File: src/rtl/cam_addr_filter.sv
module cam_addr_filter #(
  parameter int NUM_ENT = 16,
  parameter int CNT_W   = 5,
  parameter int WORD_W  = 16,
  parameter int ADDR_W  = 48
) (
  input  logic              clk,
  input  logic              rst_n,
  input  logic              in_reset,
  input  logic              load_go,
  input  logic [CNT_W-1:0]  load_cnt,
  input  logic              wd_valid,
  input  logic [WORD_W-1:0] wd_data,
  input  logic              done_clr,
  output logic              load_busy,
  output logic              load_done,
  output logic [CNT_W-1:0]  ent_left,
  input  logic              promisc,
  input  logic              all_mc,
  input  logic              bcast_en,
  input  logic              dst_valid,
  input  logic [ADDR_W-1:0] dst_addr,
  output logic              res_valid,
  output logic              res_accept,
  output logic              res_mc,
  output logic              res_bc,
  input  logic [$clog2(NUM_ENT)-1:0] ptr,
  input  logic [1:0]        port_sel,
  output logic [WORD_W-1:0] port_data
);
  localparam int IDX_W  = $clog2(NUM_ENT);
  localparam int WPE    = ADDR_W / WORD_W;
  localparam int WSEL_W = 2;

  logic [NUM_ENT-1:0][ADDR_W-1:0] cam_q;
  logic [NUM_ENT-1:0]             en_q;
  logic [IDX_W-1:0]               idx_q;
  logic [WSEL_W-1:0]              wsel_q;
  logic [NUM_ENT-1:0]             hit;
  logic                           acc_d, mc_d, bc_d;
  logic                           grp_bit, all_ones;

  wire take_word = load_busy && wd_valid && !load_go;
  wire last_word = take_word && (ent_left == '0);

  always_ff @(posedge clk or negedge rst_n) begin
    if (!rst_n) begin
      cam_q     <= '0;
      en_q      <= '0;
      idx_q     <= '0;
      wsel_q    <= '0;
      ent_left  <= '0;
      load_busy <= 1'b0;
    end else if (load_go) begin
      load_busy <= 1'b1;
      ent_left  <= load_cnt;
      idx_q     <= '0;
      wsel_q    <= '0;
    end else if (take_word) begin
      if (ent_left == '0) begin
        en_q      <= wd_data[NUM_ENT-1:0];
        load_busy <= 1'b0;
      end else begin
        cam_q[idx_q][wsel_q*WORD_W +: WORD_W] <= wd_data;
        if (wsel_q == WSEL_W'(WPE-1)) begin
          wsel_q   <= '0;
          idx_q    <= idx_q + 1'b1;
          ent_left <= ent_left - 1'b1;
        end else begin
          wsel_q <= wsel_q + 1'b1;
        end
      end
    end
  end

  always_ff @(posedge clk or negedge rst_n) begin
    if (!rst_n)         load_done <= 1'b0;
    else if (last_word) load_done <= 1'b1;
    else if (done_clr)  load_done <= 1'b0;
  end

  genvar gi;
  generate
    for (gi = 0; gi < NUM_ENT; gi++) begin : g_match
      assign hit[gi] = en_q[gi] && (cam_q[gi] == dst_addr);
    end
  endgenerate

  assign grp_bit  = dst_addr[0];
  assign all_ones = &dst_addr;

  always_comb begin
    acc_d = 1'b0;
    mc_d  = 1'b0;
    bc_d  = 1'b0;
    if (!load_busy) begin
      if (promisc && !grp_bit) begin
        acc_d = 1'b1;
      end else if (all_mc && grp_bit) begin
        acc_d = 1'b1;
        mc_d  = 1'b1;
      end else if (bcast_en && all_ones) begin
        acc_d = 1'b1;
        bc_d  = 1'b1;
      end else if (|hit) begin
        acc_d = 1'b1;
      end
    end
  end

  always_ff @(posedge clk or negedge rst_n) begin
    if (!rst_n) begin
      res_valid  <= 1'b0;
      res_accept <= 1'b0;
      res_mc     <= 1'b0;
      res_bc     <= 1'b0;
    end else begin
      res_valid  <= dst_valid;
      res_accept <= dst_valid && acc_d;
      res_mc     <= dst_valid && mc_d;
      res_bc     <= dst_valid && bc_d;
    end
  end

  always_comb begin
    port_data = '0;
    if (in_reset) begin
      for (int k = 0; k < WPE; k++)
        if (port_sel == WSEL_W'(k)) port_data = cam_q[ptr][k*WORD_W +: WORD_W];
    end
  end


  strobe_follow_chk: assert property (@(posedge clk) disable iff (!rst_n)
    dst_valid |=> res_valid);

  strobe_single_chk: assert property (@(posedge clk) disable iff (!rst_n)
    !dst_valid |=> !res_valid);

  busy_reject_chk: assert property (@(posedge clk) disable iff (!rst_n)
    (dst_valid && load_busy && !load_go) |=> !res_accept && !res_mc && !res_bc);

  flag_excl_chk: assert property (@(posedge clk) disable iff (!rst_n)
    !(res_mc && res_bc));

  flag_accept_chk: assert property (@(posedge clk) disable iff (!rst_n)
    (res_mc || res_bc) |-> res_accept);

  load_finish_chk: assert property (@(posedge clk) disable iff (!rst_n)
    last_word |=> !load_busy && load_done);

  cnt_step_chk: assert property (@(posedge clk) disable iff (!rst_n)
    (take_word && ent_left != '0 && wsel_q == WSEL_W'(WPE-1)) |=> ent_left == $past(ent_left) - 1'b1);

  port_gate_chk: assert property (@(posedge clk) disable iff (!rst_n)
    !in_reset |-> port_data == '0);

  idle_word_chk: assert property (@(posedge clk) disable iff (!rst_n)
    (!load_busy && !load_go) |=> $stable(en_q) && $stable(cam_q));
endmodule

File: config.mk
export PLATFORM = sky130hd
export DESIGN_NAME = cam_addr_filter
export DESIGN_NICKNAME = d
export VERILOG_FILES = /design/src/rtl/cam_addr_filter.sv
export SDC_FILE = /design/constraint.sdc
export NUM_CORES = 2
export LEC_CHECK = 0
export BUFFER_PORTS_ARGS = -buffer_cell sky130_fd_sc_hd__clkbuf_2
export CAP_MARGIN = 40
export CORE_MARGIN = 5
export CORE_UTILIZATION = 52
export CTS_BUF_LIST = sky130_fd_sc_hd__clkbuf_4
export DETAILED_ROUTE_END_ITERATION = 8
export HOLD_SLACK_MARGIN = 0.06
export PLACE_DENSITY = 0.68
export SYNTH_ARGS = -nofsm -noshare
export SYNTH_HDL_FRONTEND = slang
export SYNTH_SLANG_ARGS = --single-unit
File: constraint.sdc
create_clock -name clk -period 3.4 [get_ports clk]
set_input_delay 0 -clock clk [delete_from_list [all_inputs] [get_ports clk]]
set_output_delay 0 -clock clk [all_outputs]
set_load 0.05 [all_outputs]
==> metrics.md <==
| Metric | Value |
|---|---|
| Status | finished with violations |
| Failing checks | negative setup slack |
| Reg clk slew, reported paths | 80 ps |
| Sink Count | 801 |
| Final instance area | 52400 um^2 |
| Critical Path Source Type | flip-flop |
| Post-synth ARST share | 100% |
| Largest net degree at the start of global routing | 96 |
| Die height | 302 um |
| Initial core utilization | 52.2% |
| GRT Overall Usage | 55.1% |
| Final RePlAce weighted congestion | 1.18 |
| Register area share after synthesis | 45.3% |
| Maximum vdd drop | 337 uV |
| Worst-margin pin slew | 1020 ps |
| WS Path Type | reg2out |
| Seq cells post-synth | 801 |
| Ports | 112 |
| Cells after synthesis | 4307 |
| Starting DRT DRC Count | 7164 |
| Pins over their slew limit | 0 |
| Die Area | 91000 um^2 |
| Syn_area_per_cell | 10.3 um^2 |
| Dpl hpwl | 193000 um |
| Num rows | 107 |
| Number of global-route vias before repair | 38700 |
| First drt pass iteration count | 8 |
| CTS buffer count | 218 |
| Leading post-synthesis cells by cell area | dfrtp_1 45%, mux4_2 12%, xnor2_1 7.2% |
| H-tree levels | 4 |
| Final Cycle Share | 110% |
| Clk_lat worst skew | 1240 ps |
| Initial antenna violation count | 42 |
| Synth unique cells | 54 |
| Fillers | 7121 |
| Die W | 302 um |
| Multi-input gate area | 22300 um^2 |
| Worst Skew | 85.1 ps |
| Minimum clock period | 3750 ps |
| Worst Path Required | 3400 ps |
| Most frequent cells in the layout | 837 x nand2_1, 768 x dfrtp_1, 589 x o21ai_1, 414 x buf_4, 363 x xnor2_1 |
| Grt total ovfl | 0 |
| Post-synth top flop | dfrtp_1 |
| Root buf cell | clkbuf_4 |
| Placed Area | 48000 um^2 |
| Post-route ant nets | 0 |
| Syn Nets | 4402 |
| Final Power | 22.2 mW |
| Number of synthesized flops with an enable pin | 0 |
| Share of cells above drive strength 1 | 25.1% |
| Fin worst setup slack | -350 ps |
| IO Port Bufs | 111 |
| # setup viols final | 16 |
| Yosys warns | 0 |
| CP Data Arrival Time | 3750 ps |
| Area growth, synth to finish | 18.5% |
| Worst Path Max Fanout | 2 |
| Final Hold Fails | 0 |
| TritonCTS clock tree | yes |
| Top-area cell type share of the netlist area | 45.3% |
| WL/cell | 40.9 um |
| Placed cell count | 5583 |
| Routed vias | 42100 |
| Max_cap viols | 0 |
| WL final | 251000 um |
| Worst slew margin | 31.9% |
| Bufs on Longest Clock Path | 3 |
| Cell area after synthesis | 44200 um^2 |
| Vias per cell | 6.85 |
| Final Instance Count excl. Fillers | 6143 |
| Hold crit path type | in2reg |
| Global-route wire length before repair | 336000 um |
| Yosys top cell by area | dfrtp_1 |
| Setup TNS | -4050 ps |
| Commonest non-fill, non-tap cell in the layout | nand2_1 |
| Final net count | 4899 |
| P_leak | 22.5 nW |
| Critical path capture point type | output port |
| Residual DRC count | 0 |
| FMAX | 0.267 GHz |
| Reg area | 20100 um^2 |
| Power Density | 423 nW/um^2 |
| Unrepaired setup endpoints after global routing | yes |
| Core Area | 84700 um^2 |
[cell type report]
type / instances / share of cell area (%)
clock inverter: 53 / 0.647
clock buffer: 323 / 4.62
antenna: 39 / 0.186
multi-input combinational: 3073 / 42.5
sequential: 801 / 38.3
tap: 1144 / 2.73
inverter: 63 / 0.451
timing repair buffer: 647 / 10.5
[Yosys cell counts (10+ instances only)]
| cell | instances |
|---|---|
| and2_1 | 20 |
| buf_1 | 30 |
| buf_2 | 195 |
| buf_4 | 23 |
| clkbuf_1 | 119 |
| dfrtp_1 | 801 |
| ha_1 | 10 |
| inv_1 | 49 |
| mux2i_1 | 19 |
| mux4_2 | 240 |
| nand2_1 | 837 |
| nand2b_1 | 10 |
| nand3_1 | 25 |
| nand3_2 | 30 |
| nand4_1 | 130 |
| nor2_1 | 14 |
| nor3_1 | 20 |
| nor4_1 | 105 |
| o21ai_0 | 191 |
| o21ai_1 | 589 |
| o22ai_1 | 29 |
| xnor2_1 | 363 |
| xor2_1 | 353 |
[state kept, by name, indices dropped and copies added (netlist names)]
register	cells
cam_q	768
en_q	16
ent_left	5
idx_q	4
load_busy	1
load_done	1
res_accept	1
res_bc	1
res_mc	1
res_valid	1
wsel_q	2
[repair_timing]
action / CTS / global route
hold buffers: 77 / 0
pin swaps: 13 / 6
hold endpoints to repair: 1594 / 0
resized for setup: 66 / 15
endpoints found under the setup margin: 16 / 16
gates cloned: 0 / 0
setup buffers: 44 / 16
[logic make-up after synthesis]
logic type,after synthesis,share of synthesized area (%)
xor gates and xnor gates,716,14.2
buffers and inverters,433,4.47
AOI/OAI and AO/OA,863,10.2
muxes,276,13.1
DFF,801,45.3
adders and majority gates,10,0.283
and+or+nand+nor,1208,12.4
[per-layer routing]
metal	track usage [%]	share of wire [%]	vias up
met5	0.920	0.094	-
met4	43.8	11	16
met3	28.8	16	1210
met2	73.6	39	4067
met1	65.9	34	20500
li1	-	-	16300
[per-stage QoR]
step,util (%),worst slack (ps),hold slack (ps)
3_5_place_dp,56.7,353,44.0
5_1_grt,61.8,-346,112
6_report,61.9,-350,144
2_1_floorplan,-,752,-296
4_1_cts,61.5,-266,66.0
3_3_place_gp,56.7,398,42.6
[worst max-delay path, stage by stage (launching register included)]
cell      delay (ps)
dfrtp_2          420
mux4_2           580
mux4_2           620
mux2i_1          190
buf_4            220
o22ai_2          120
and2_1           200
clkbuf_8         180
[final timing paths]
| path | start | to | slack [ps] | cells after the start |
|---|---|---|---|---|
| setup / recovery | cam_q[360] | port_data[8] | -350 | 7 |
| hold / removal | dst_addr[29] | res_accept | 140 | 8 |
| setup reg to reg | ent_left[0] | cam_q[386] | 170 | 10 |
| hold reg to reg | en_q[9] | en_q[9] | 490 | 1 |
| max in group asynchronous | rst_n | cam_q[457] | 1810 | 6 |
| min in group asynchronous | rst_n | cam_q[615] | 490 | 5 |
[report_power, final]
| group | switching (mW) | leakage, nW | total (mW) | internal, mW |
|---|---|---|---|---|
| Sequential | 0.192 | 11.1 | 9.87 | 9.68 |
| Clock | 4.50 | 1.63 | 9.04 | 4.55 |
| Combinational | 2.32 | 9.77 | 3.25 | 0.933 |
| Total | 7.01 | 22.5 | 22.2 | 15.2 |
Power figures use the tool's default switching activity.
